$ cat config.mk
export PLATFORM = sky130hd
export DESIGN_NAME = sdram_wr_burst
export DESIGN_NICKNAME = d
export VERILOG_FILES = /design/src/rtl/sdram_wr_pkg.sv /design/src/rtl/sdram_wr_seq.sv /design/src/rtl/sdram_wr_pins.sv /design/src/rtl/sdram_wr_burst.sv
export SDC_FILE = /design/constraint.sdc
export NUM_CORES = 1
export LEC_CHECK = 0
export BUFFER_PORTS_ARGS = -buffer_cell sky130_fd_sc_hd__buf_2
export CAP_MARGIN = 15
export CORE_MARGIN = 5
export CORE_UTILIZATION = 44
export DETAILED_ROUTE_END_ITERATION = 12
export PLACE_DENSITY = 0.83
export SETUP_SLACK_MARGIN = 0.15
export SLEW_MARGIN = 20
export SYNTH_ARGS = -nofsm -noshare
export SYNTH_HDL_FRONTEND = slang
export SYNTH_SLANG_ARGS = --single-unit
$ cat constraint.sdc
create_clock -name clk -period 3.55 [get_ports clk]
set_input_delay 0.71 -clock clk [delete_from_list [all_inputs] [get_ports clk]]
set_output_delay 0.71 -clock clk [all_outputs]
set_load 0.1 [all_outputs]
$ cat src/rtl/sdram_wr_pkg.sv
package sdram_wr_pkg;

   typedef struct packed {
      logic cs_n;
      logic ras_n;
      logic cas_n;
      logic we_n;
   } sd_cmd_t;

   localparam sd_cmd_t SD_NOP   = '{cs_n: 1'b0, ras_n: 1'b1, cas_n: 1'b1, we_n: 1'b1};
   localparam sd_cmd_t SD_WRITE = '{cs_n: 1'b0, ras_n: 1'b1, cas_n: 1'b0, we_n: 1'b0};

   typedef struct packed {
      logic start;     // new WRITE issued this cycle
      logic slot;      // a beat occupies DQ this cycle
      logic has_data;  // that beat carries real data
   } beat_ctl_t;

endpackage

$ cat src/rtl/sdram_wr_seq.sv
module sdram_wr_seq
   import sdram_wr_pkg::*;
#(
   parameter int BURST_LEN = 4
) (
   input  logic      clk,
   input  logic      rst_n,
   input  logic      wr_valid,
   input  logic      wr_first,
   output logic      wr_ready,
   output beat_ctl_t ctl
);

   logic start;
   logic cont;

   assign start        = wr_valid & wr_first;
   assign wr_ready     = wr_first | cont;
   assign ctl.start    = start;
   assign ctl.slot     = start | cont;
   assign ctl.has_data = start | (cont & wr_valid);

   generate
      if (BURST_LEN == 0) begin : g_page
         logic active;
         always_ff @(posedge clk) begin
            if (!rst_n)     active <= 1'b0;
            else if (start) active <= 1'b1;
         end
         assign cont = active & ~start;
      end else begin : g_fixed
         localparam int CNT_W = $clog2(BURST_LEN) + 1;
         logic [CNT_W-1:0] rem;
         logic [7:0]       seen;   // checker counter: beats since last WRITE

         always_ff @(posedge clk) begin
            if (!rst_n)     rem <= '0;
            else if (start) rem <= CNT_W'(BURST_LEN - 1);
            else if (cont)  rem <= rem - 1'b1;
         end
         assign cont = (rem != '0) & ~start;

         always_ff @(posedge clk) begin
            if (!rst_n)        seen <= '0;
            else if (start)    seen <= 8'd1;
            else if (ctl.slot) seen <= seen + 8'd1;
         end

         assert_burst_len_R4: assert property (@(posedge clk) disable iff (!rst_n)
            (ctl.slot && !start) |-> (seen < 8'(BURST_LEN)));
      end
   endgenerate

endmodule

$ cat src/rtl/sdram_wr_pins.sv
module sdram_wr_pins
   import sdram_wr_pkg::*;
#(
   parameter int BANK_W = 2,
   parameter int COL_W  = 8,
   parameter int ADDR_W = 12,
   parameter int DATA_W = 16,
   parameter int DQM_W  = 2,
   parameter int AP_BIT = 10
) (
   input  logic              clk,
   input  logic              rst_n,
   input  beat_ctl_t         ctl,
   input  logic [BANK_W-1:0] bank,
   input  logic [COL_W-1:0]  col,
   input  logic              autopre,
   input  logic [DATA_W-1:0] data,
   output sd_cmd_t           cmd,
   output logic [BANK_W-1:0] ba,
   output logic [ADDR_W-1:0] addr,
   output logic [DATA_W-1:0] dq,
   output logic              dq_oe,
   output logic [DQM_W-1:0]  dqm
);

   logic [ADDR_W-1:0] col_addr;
   logic              real_beat;

   always_comb begin
      col_addr              = '0;
      col_addr[COL_W-1:0]   = col;
      col_addr[AP_BIT]      = autopre;
   end

   assign real_beat = ctl.slot & ctl.has_data;

   always_ff @(posedge clk) begin
      if (!rst_n) begin
         cmd   <= SD_NOP;
         ba    <= '0;
         addr  <= '0;
         dq    <= '0;
         dq_oe <= 1'b0;
         dqm   <= '1;
      end else begin
         cmd   <= ctl.start ? SD_WRITE : SD_NOP;
         ba    <= ctl.start ? bank : '0;
         addr  <= ctl.start ? col_addr : '0;
         dq    <= real_beat ? data : '0;
         dq_oe <= ctl.slot;
         dqm   <= real_beat ? '0 : '1;
      end
   end

   assert_write_has_data_R1: assert property (@(posedge clk) disable iff (!rst_n)
      (cmd == SD_WRITE) |-> (dq_oe && dqm == '0));
   assert_idle_masked_R8: assert property (@(posedge clk) disable iff (!rst_n)
      !dq_oe |-> (dqm == '1));
   assert_nop_quiet_addr_R3: assert property (@(posedge clk) disable iff (!rst_n)
      (cmd == SD_NOP) |-> (ba == '0 && addr == '0));

endmodule

$ cat src/rtl/sdram_wr_burst.sv
module sdram_wr_burst
   import sdram_wr_pkg::*;
#(
   parameter int BANK_W    = 2,
   parameter int COL_W     = 8,
   parameter int ADDR_W    = 12,
   parameter int DATA_W    = 16,
   parameter int BURST_LEN = 4,   // 1, 2, 4, 8, or 0 for full page
   parameter int AP_BIT    = 10,
   localparam int DQM_W    = (DATA_W + 7) / 8
) (
   input  logic              clk,
   input  logic              rst_n,
   input  logic              wr_valid,
   output logic              wr_ready,
   input  logic              wr_first,
   input  logic [BANK_W-1:0] wr_bank,
   input  logic [COL_W-1:0]  wr_col,
   input  logic              wr_autopre,
   input  logic [DATA_W-1:0] wr_data,
   output logic              sd_cs_n,
   output logic              sd_ras_n,
   output logic              sd_cas_n,
   output logic              sd_we_n,
   output logic [BANK_W-1:0] sd_ba,
   output logic [ADDR_W-1:0] sd_addr,
   output logic [DATA_W-1:0] sd_dq_out,
   output logic              sd_dq_oe,
   output logic [DQM_W-1:0]  sd_dqm
);

   generate
      if (!(BURST_LEN == 0 || BURST_LEN == 1 || BURST_LEN == 2 ||
            BURST_LEN == 4 || BURST_LEN == 8)) begin : g_bad_len
         $error("BURST_LEN must be 0, 1, 2, 4 or 8");
      end
      if (COL_W > AP_BIT || AP_BIT >= ADDR_W) begin : g_bad_addr
         $error("column field must sit below the auto-precharge bit");
      end
      if (BANK_W < 1 || DATA_W < 1) begin : g_bad_width
         $error("bank and data widths must be positive");
      end
   endgenerate

   beat_ctl_t ctl;
   sd_cmd_t   cmd;

   sdram_wr_seq #(.BURST_LEN(BURST_LEN)) u_seq (
      .clk      (clk),
      .rst_n    (rst_n),
      .wr_valid (wr_valid),
      .wr_first (wr_first),
      .wr_ready (wr_ready),
      .ctl      (ctl)
   );

   sdram_wr_pins #(
      .BANK_W (BANK_W), .COL_W (COL_W), .ADDR_W (ADDR_W),
      .DATA_W (DATA_W), .DQM_W (DQM_W), .AP_BIT (AP_BIT)
   ) u_pins (
      .clk     (clk),
      .rst_n   (rst_n),
      .ctl     (ctl),
      .bank    (wr_bank),
      .col     (wr_col),
      .autopre (wr_autopre),
      .data    (wr_data),
      .cmd     (cmd),
      .ba      (sd_ba),
      .addr    (sd_addr),
      .dq      (sd_dq_out),
      .dq_oe   (sd_dq_oe),
      .dqm     (sd_dqm)
   );

   assign sd_cs_n  = cmd.cs_n;
   assign sd_ras_n = cmd.ras_n;
   assign sd_cas_n = cmd.cas_n;
   assign sd_we_n  = cmd.we_n;

   assert_start_any_cycle_R6: assert property (@(posedge clk) disable iff (!rst_n)
      (wr_valid && wr_first) |=> ({sd_cs_n, sd_ras_n, sd_cas_n, sd_we_n} == 4'b0100));

   generate
      if (BURST_LEN == 0) begin : g_page_chk
         assert_page_runs_on_R5: assert property (@(posedge clk) disable iff (!rst_n)
            !$fell(sd_dq_oe));
      end
   endgenerate

endmodule

# Word-level counts from Yosys, hierarchy flattened
# Index checks and enable logic that the tools add are counted.
totals:
  reg_bits: 40
  inputBits: 31
  out_inout_bits: 38
  word_cells: 31
classes:
  n_addsub: 1
  muxes: 4
  bitwise: 9
  n_reduce_logical: 5
ops:
  columns: ["operator", "count"]
  rows:
  - ["2-bit two-way mux", 4]
  - ["1-bit bitwise AND", 4]
  - ["2-bit AND reduction", 2]
  - ["1-bit OR", 3]
  - ["3-bit nonzero test", 1]
  - ["3-bit by 1-bit subtractor with 3-bit output, second input constant", 1]
  - ["1-bit inverter", 2]
  - ["2-bit nonzero test", 1]
  - ["2-bit OR reduction", 1]

# Longest topological paths before layout
# Gate-level depths: netlist (run 1).
logic_depth:
  ltp_word: 7
  depth_mapped: 5
  depth_no_buf: 4

# Hierarchy
# A second synthesis (run 1) with hierarchy kept.
hier_totals:
  cells_unflattened: 96
  area_unflattened_um2: 1111.1
modules_own_cells:
  columns: ["module", "n_inst", "cells_per_inst", "area_each_um2", "seq_area_each_um2"]
  rows:
  - ["sdram_wr_pins", 1, 75, 934.6, 600.6]
  - ["sdram_wr_seq", 1, 21, 176.4, 60.1]

# Worst setup path after synthesis (run 1)
# Ideal clock, no wire load.
synth_timing:
  path_type: "input port to output port"
  from: "input wr_first"
  to: "output wr_ready"
  arrival_ns: 1.544
  required_time_ns: 2.840
  path_slack_ns: 1.296
  stages: 3
  path_buffers: 1
  path_cell_list: "nor3b_4 > buf_6 > inv_1"
synth_between:
  elab_chain_len: 4
synth_rtl:
  columns: ["element", "line_no", "source"]
  rows:
  - ["from (decl)", "sdram_wr_burst.sv:16", "input logic wr_first,"]
  - ["1-bit bitwise AND", "sdram_wr_seq.sv:17", "assign start = wr_valid & wr_first;"]
  - ["1-bit inverter", "sdram_wr_seq.sv:41", "assign cont = (rem != '0) & ~start;"]
  - ["1-bit bitwise AND", "sdram_wr_seq.sv:41", null]
  - ["1-bit OR *", "sdram_wr_seq.sv:18", "assign wr_ready = wr_first | cont;"]
  - ["to (decl)", "sdram_wr_burst.sv:15", "output logic wr_ready,"]
# Mark *: on every way between the ends. The rest lies on a longest branch, timed or not.

# Worst setup path after layout (run 1)
layout_timing:
  from: "register u_seq.g_fixed.rem[0]"
  to: "output wr_ready"
layout_between:
  elab_chain_len: 3
layout_rtl:
  columns: ["element", "line_no", "source"]
  rows:
  - ["from (decl)", "sdram_wr_seq.sv:33", "logic [CNT_W-1:0] rem;"]
  - ["from (signal assigned)", "sdram_wr_seq.sv:38", "else if (start) rem <= CNT_W'(BURST_LEN - 1);"]
  - ["from (signal assigned)", "sdram_wr_seq.sv:39", "else if (cont) rem <= rem - 1'b1;"]
  - ["3-bit nonzero test", "sdram_wr_seq.sv:41", null]
  - ["1-bit bitwise AND", "sdram_wr_seq.sv:41", null]
  - ["1-bit OR", "sdram_wr_seq.sv:18", null]
# No other way between the ends.

==> impl_results.md, run 1 <==
- WHS Path Cells: 2
- # DRC: 0
- Gr usage total: 0.126
- Maximum vdd drop: between 0.4 and 0.5 mV
- Power Dens Cells: 721 mW/mm^2
- Mapped Cells: 94
- Distinct cells, synth: 21
- Synthesized flop and latch total: 33
- Vias: 826
- Congestion Overflow GR: 0
- LEAKAGE: 0.732 nW
- Status: finished, final reports clean
- Ports: 69
- First-pass GRT wire length: 3260 um
- Gp weighted congestion: between 0.6 and 0.7
- Die width: 59.9 um
- Post-synth EDFFs: 0
- CP endpoint kind: output port
- Hold Path End: u_seq.g_fixed.rem[0]
- Crit path arrival time: 1860 ps
- Worst hold path type: flop to flop
- Final WL: 2200 um
- Fillers: 207
- Layout cells sized above 1: 0.472
- Sequential-to-total area share from yosys stat: 0.602
- Antenna violations before repair: 0
- Hold Fails Final Rpt: 0
- Ys async rst share: 0
- Final setup vio count: 0
- Die Ht: 59.9 um
- CP max FO: 18
- CTS tree: done
- Dpl hpwl: between 1500 and 2000 um
- Period utilization: 0.724
- CTS Sinks: 33
- Worst R2R End: u_pins.dqm[0]
- Postcts setup bufs: 0
- Gates resized, CTS repair: 0
- Yosys warns: 0
- Skew-Pair Late Insertion Delay: 330 ps
- H-tree depth: 2
- Startpoint Class: flop
- # hold bufs at CTS: 0
- RSZ-0062 raised after global routing: false
- Main synth FF type: dfxtp_1
- Setup Total Neg Slack: 0 ps
- Number of nets in the layout: 191
- R2R cell count: 5
- Initial core utilization: 0.451
- Final min period: approximately 2600 ps
- PortBufs: 63
- Vias per cell: 4.37
- Non-Filler Instances: between 150 and 200
- CTS Buffer Depth: 2
- Max Freq: 389 MHz
- Final ANT Viol Nets: 0
- Average cell area after synthesis: ~12 sq um
- Antenna cells: 0
- Most common cell after layout, fill and taps aside: buf_2
- CTS buffer count: 5
- Synthesized area: 0.00110 sq mm
- Core area: 0.00243 sq mm
- Vias in the first global route: 791
- Worst reg2reg startpoint: u_seq.g_fixed.rem[0]
- Placed insts: 181
- Hold Crit Start: u_seq.g_fixed.rem[0]
- Drt pass-1 iters: 3
- Most frequent cells in the layout: 63 x buf_2, 33 x dfxtp_1, 17 x nor3b_1
- Routed WL per cell: approximately 12 um
- Max-cap violations: 0
- Fin. max-slew vios: 0
- Flop-to-flop setup slack: 2090 ps
- Clock root cell: clkbuf_4
- Critical path type: flop to output port
- Row count: 18
- First-iteration detailed-routing DRC count: 25
- Die Area: roughly 0.0036 sq mm
- Layout area overhead: 31.6%
- Largest net degree at the start of global routing: 19
- Worst Skew: 8.75 ps
- Clk slew on worst S/H paths: 100 ps
- CP required: 2840 ps
[worst max-delay path, cell delays in order, from the launching register on]
cell	delay [ps]
dfxtp_1	370
inv_1	70
ha_1	260
nor3b_4	170
buf_4	200
inv_1	60
buf_2	410
[per-layer routing]
metal	up-vias	track usage	routed length [um]
met5	-	0	0
li1	422	-	-
met3	5	0.0605	314
met4	0	0.0759	53
met1	355	0.108	733
met2	44	0.231	1100
[cells by family (layout without fill, tap and decap cells)]
logic type / count (synthesis) / count (layout) / share of synthesized area
simple gates: 38 / 38 / 0.250
flops: 33 / 33 / 0.602
buf+inv: 15 / 77 / 0.0901
compound gates: 4 / 4 / 0.0285
fa+ha+maj: 2 / 2 / 0.0228
other cells: 2 / 5 / 0.00684
[where the power goes]
part / leakage (nW) / internal [mW] / switching [mW]
clock: 0.0310 / 0.0746 / 0.124
sequential: 0.270 / 0.408 / 0.0185
combinational: 0.430 / 0.0920 / 0.324
[registers in the layout, indices dropped and copies added (netlist names)]
name,count
u_pins.cmd,1
u_pins.addr,9
u_pins.dq,16
u_seq.g_fixed.rem,3
u_pins.dq_oe,1
u_pins.ba,2
u_pins.dqm,1
[final cells by class]
type	instances	area, sq um	share of cell area
clock inverter	3	17.5	0.0121
multi-input combinational	49	349	0.242
tap	30	37.5	0.0260
clock buffer	5	37.5	0.0260
timing repair buffer	64	323	0.224
sequential	33	661	0.458
inverter	5	18.8	0.0130
[metrics by stage]
stage	hold WS (ps)	cell area, sq um	worst slack (ps)	total power, mW	util
finish	547	1440	978	1.04	0.594
global route	551	1440	847	1.09	0.594
CTS	548	1440	960	1.05	0.594
detailed placement	531	1390	1280	0.853	0.571
global placement	509	1390	1290	0.840	0.571
floorplan	494	1110	1300	0.794	-
[synth_stat cells (2+ instances only)]
cell	count	area share
and2_1	11	0.063
nor3b_1	17	0.12
buf_6	2	0.021
conb_1	2	0.0068
nand4b_1	2	0.016
dfxtp_1	33	0.60
buf_4	7	0.048
ha_1	2	0.023
nor2b_1	2	0.011
inv_1	5	0.017
[worst max-delay path by stage]
stage / from / end / slack (ps) / depth (start not counted)
6_report: u_seq.g_fixed.rem[0] / wr_ready / 980 / 6
2_1_floorplan: wr_first / wr_ready / 1300 / 3
3_5_place_dp: wr_first / wr_ready / 1280 / 5
4_1_cts: u_seq.g_fixed.rem[0] / wr_ready / 960 / 6
3_3_place_gp: wr_first / wr_ready / 1290 / 5
5_1_grt: u_seq.g_fixed.rem[0] / wr_ready / 850 / 6
(Power assumes the default switching activity.)
==> run 2, diff against run 1 <==
--- a/config.mk
+++ b/config.mk
@@ -8,9 +8,9 @@
 export BUFFER_PORTS_ARGS = -buffer_cell sky130_fd_sc_hd__buf_2
 export CAP_MARGIN = 15
 export CORE_MARGIN = 5
-export CORE_UTILIZATION = 44
+export CORE_UTILIZATION = 37
 export DETAILED_ROUTE_END_ITERATION = 12
-export PLACE_DENSITY = 0.83
+export PLACE_DENSITY = 0.75
 export SETUP_SLACK_MARGIN = 0.15
 export SLEW_MARGIN = 20
 export SYNTH_ARGS = -nofsm -noshare
==> constraint.sdc (replaced) <==
create_clock -name clk -period 2.08 [get_ports clk]
set_input_delay 0.416 -clock clk [delete_from_list [all_inputs] [get_ports clk]]
set_output_delay 0.416 -clock clk [all_outputs]
set_load 0.1 [all_outputs]
==> impl_results.md, run 2 (synthesis gave the netlist of run 1 again) <==
- Slowest CP cell: dfxtp_1
- Vias per cell: 4.41 (+0.92%)
- # DRC: 0 (unchanged)
- Layout area overhead: 33.4%
- Worst hold path type: primary input to flop
- Drt pass-1 iters: 2 (-1)
- Die width: 64.5 um (+7.5%)
- Antenna violations before repair: 0 (unchanged)
- Largest regs: u_pins.dq (16), u_pins.addr (9), u_seq.g_fixed.rem (3)
- Flip-flop count of the largest register after layout: 16 (unchanged)
- Seq pwr share: 0.404 (-0.006)
- Antenna cells: 0 (unchanged)
- Gr usage total: 0.112 (-0.0147)
- Non-Filler Instances: 190 (+0.53%)
- Pre-CTS setup slack: 35.8 ps (-1250 ps)
- Hold WS: 289 ps (-258 ps)
- Hold Fails Final Rpt: 0 (unchanged)
- Final setup vio count: 0 (unchanged)
- Total Power: 1.80 mW (+73%)
- Pint: 1.01 mW (+75%)
- Final WL: 2190 um (-0.45%)
- Max-cap violations: 0 (unchanged)
- Skew-Pair Late Insertion Delay: 310 ps (-20 ps)
- H-tree depth: 2 (unchanged)
- Delay-heaviest family, CP: buffers and inverters
- Clock share of power: 0.184 (-0.007)
- First-pass GRT wire length: 3540 um (+8.5%)
- Final worst slack: 296 ps (-682 ps)
- CTS tree: done
- Final min period: 1780 ps
- Startpoint Class: flop
- First-iteration detailed-routing DRC count: 19 (-24%)
- Fillers: 250 (+21%)
- Switching fraction of total power: 0.441 (-0.00636)
- Most common cell after layout, fill and taps aside: buf_2
- Crit path arrival time: 1370 ps (-490 ps)
- Die Ht: 64.5 um (+7.5%)
- Worst path cell trace: inv_1, ha_4, nor3b_4, inv_1, buf_6
- WP buf/inv: 3 (-1)
- Gp weighted congestion: 0.708 (+1.3%)
- Max Freq: 561 MHz
- Logic gate share of total power: 0.412 (+0.013)
- LEAKAGE: 0.735 nW (+0.42%)
- Most frequent CP cell: inv_1
- Vias in the first global route: 774 (-2.1%)
- Worst Skew: 3.37 ps (-5.38 ps)
- RSZ-0062 raised after global routing: false
- Top reg by flops: u_pins.dq
- Largest net degree at the start of global routing: 18 (-1)
- Placed insts: 181 (unchanged)
- CP max FO: 5 (-13)
- Clock root cell: clkbuf_4
- Routed WL per cell: 11.5 um (-0.98%)
- Core area: 0.00281 sq mm (+15%)
- CP endpoint kind: output port
- Power Dens Cells: 1230 mW/mm^2 (+71%)
- Number of nets in the layout: 191 (unchanged)
- Congestion Overflow GR: 0 (unchanged)
- Ports: 69 (unchanged)
- Dpl hpwl: 1680 um (-5.6%)
- Period utilization: 0.858
- Status: finished, final reports clean
- CTS Buffer Depth: 2 (unchanged)
- Row count: 19 (+1)
- Fin. max-slew vios: 0 (unchanged)
- Critical path type: flop to output port
- CP required: 1660 ps (-1180 ps)
- PortBufs: 63 (unchanged)
- CTS buffer count: 5 (unchanged)
- Setup Total Neg Slack: 0 ps (unchanged)
- Die Area: 0.00416 sq mm (+16%)
- Maximum vdd drop: 0.462 mV (-2.6%)
- Worst path max stage delay: 320 ps (-90 ps)
- CTS Sinks: 33 (unchanged)
- Net Switching: 0.796 mW (+71%)
- Most frequent cells in the layout: 62 x buf_2, 33 x dfxtp_1, 17 x nor3b_1
- Initial core utilization: 0.391 (-0.0600)
- Vias: 838 (+1.5%)
- Final ANT Viol Nets: 0 (unchanged)
- Clk slew on worst S/H paths: 100 ps (about the same)
- # hold bufs at CTS: 0 (unchanged)
- Layout cells sized above 1: 0.484 (+0.0126)
## run 2: cell count changes in the layout (fill, tap and decap cells not counted)
| cell | delta |
|---|---|
| ha_1 | -1 |
| inv_2 | +1 |
| ha_4 | +1 |
| inv_1 | -1 |
| buf_6 | +1 |
| buf_2 | -1 |
## run 2: layout make-up
type	instances	area (sq um)	share of cell area
clock inverter	3	17.5	0.0120
tap	31	38.8	0.0265
clock buffer	5	37.5	0.0256
multi-input combinational	49	362	0.247
sequential	33	661	0.451
timing repair buffer	64	329	0.225
inverter	5	18.8	0.0128
## run 2: final timing paths
path                             start              endpoint  slack, ps  depth (start not counted)
setup / recovery  u_seq.g_fixed.rem[1]              wr_ready        300                          5
hold / removal               wr_col[3]        u_pins.addr[3]        290                          2
setup reg to reg  u_seq.g_fixed.rem[0]         u_pins.dqm[0]        720                          5
hold reg to reg   u_seq.g_fixed.rem[1]  u_seq.g_fixed.rem[1]        560                          2
## run 2: power by group through the flow
stage,registers (mW),logic (mW),clock network (mW)
global route,0.741,0.784,0.389
floorplan,1.03,0.322,0
detailed placement,0.742,0.702,0
finish,0.728,0.744,0.331
CTS,0.727,0.724,0.355
global placement,0.738,0.686,0
## run 2: through the flow
| step | instance area [sq um] | util |
|---|---|---|
| after floorplan | 1110 | - |
| after global placement | 1380 | 0.493 |
| after detailed placement | 1380 | 0.493 |
| after CTS | 1450 | 0.517 |
| after global routing | 1460 | 0.522 |
| final | 1460 | 0.522 |
## run 2: layer usage
| metal | global-route usage | up-vias | routed length, um |
|---|---|---|---|
| met5 | 0 | - | 0 |
| li1 | - | 421 | - |
| met3 | 0.0535 | 4 | 314 |
| met4 | 0.0712 | 0 | 40 |
| met1 | 0.107 | 360 | 781 |
| met2 | 0.192 | 53 | 1050 |
## run 2: worst register-to-register path, stage by stage, from the launching register on
cell and delay (ps):
dfxtp_1 370, inv_2 70, ha_4 170, nor3b_4 150
buf_4 200, or2_2 300
## run 2: timing repair
| action | 4_1_cts | 5_1_grt |
|---|---|---|
| gates resized for setup | 2 | 3 |
| buffers inserted | 1 | 0 |
| setup endpoints to repair | 1 | 1 |
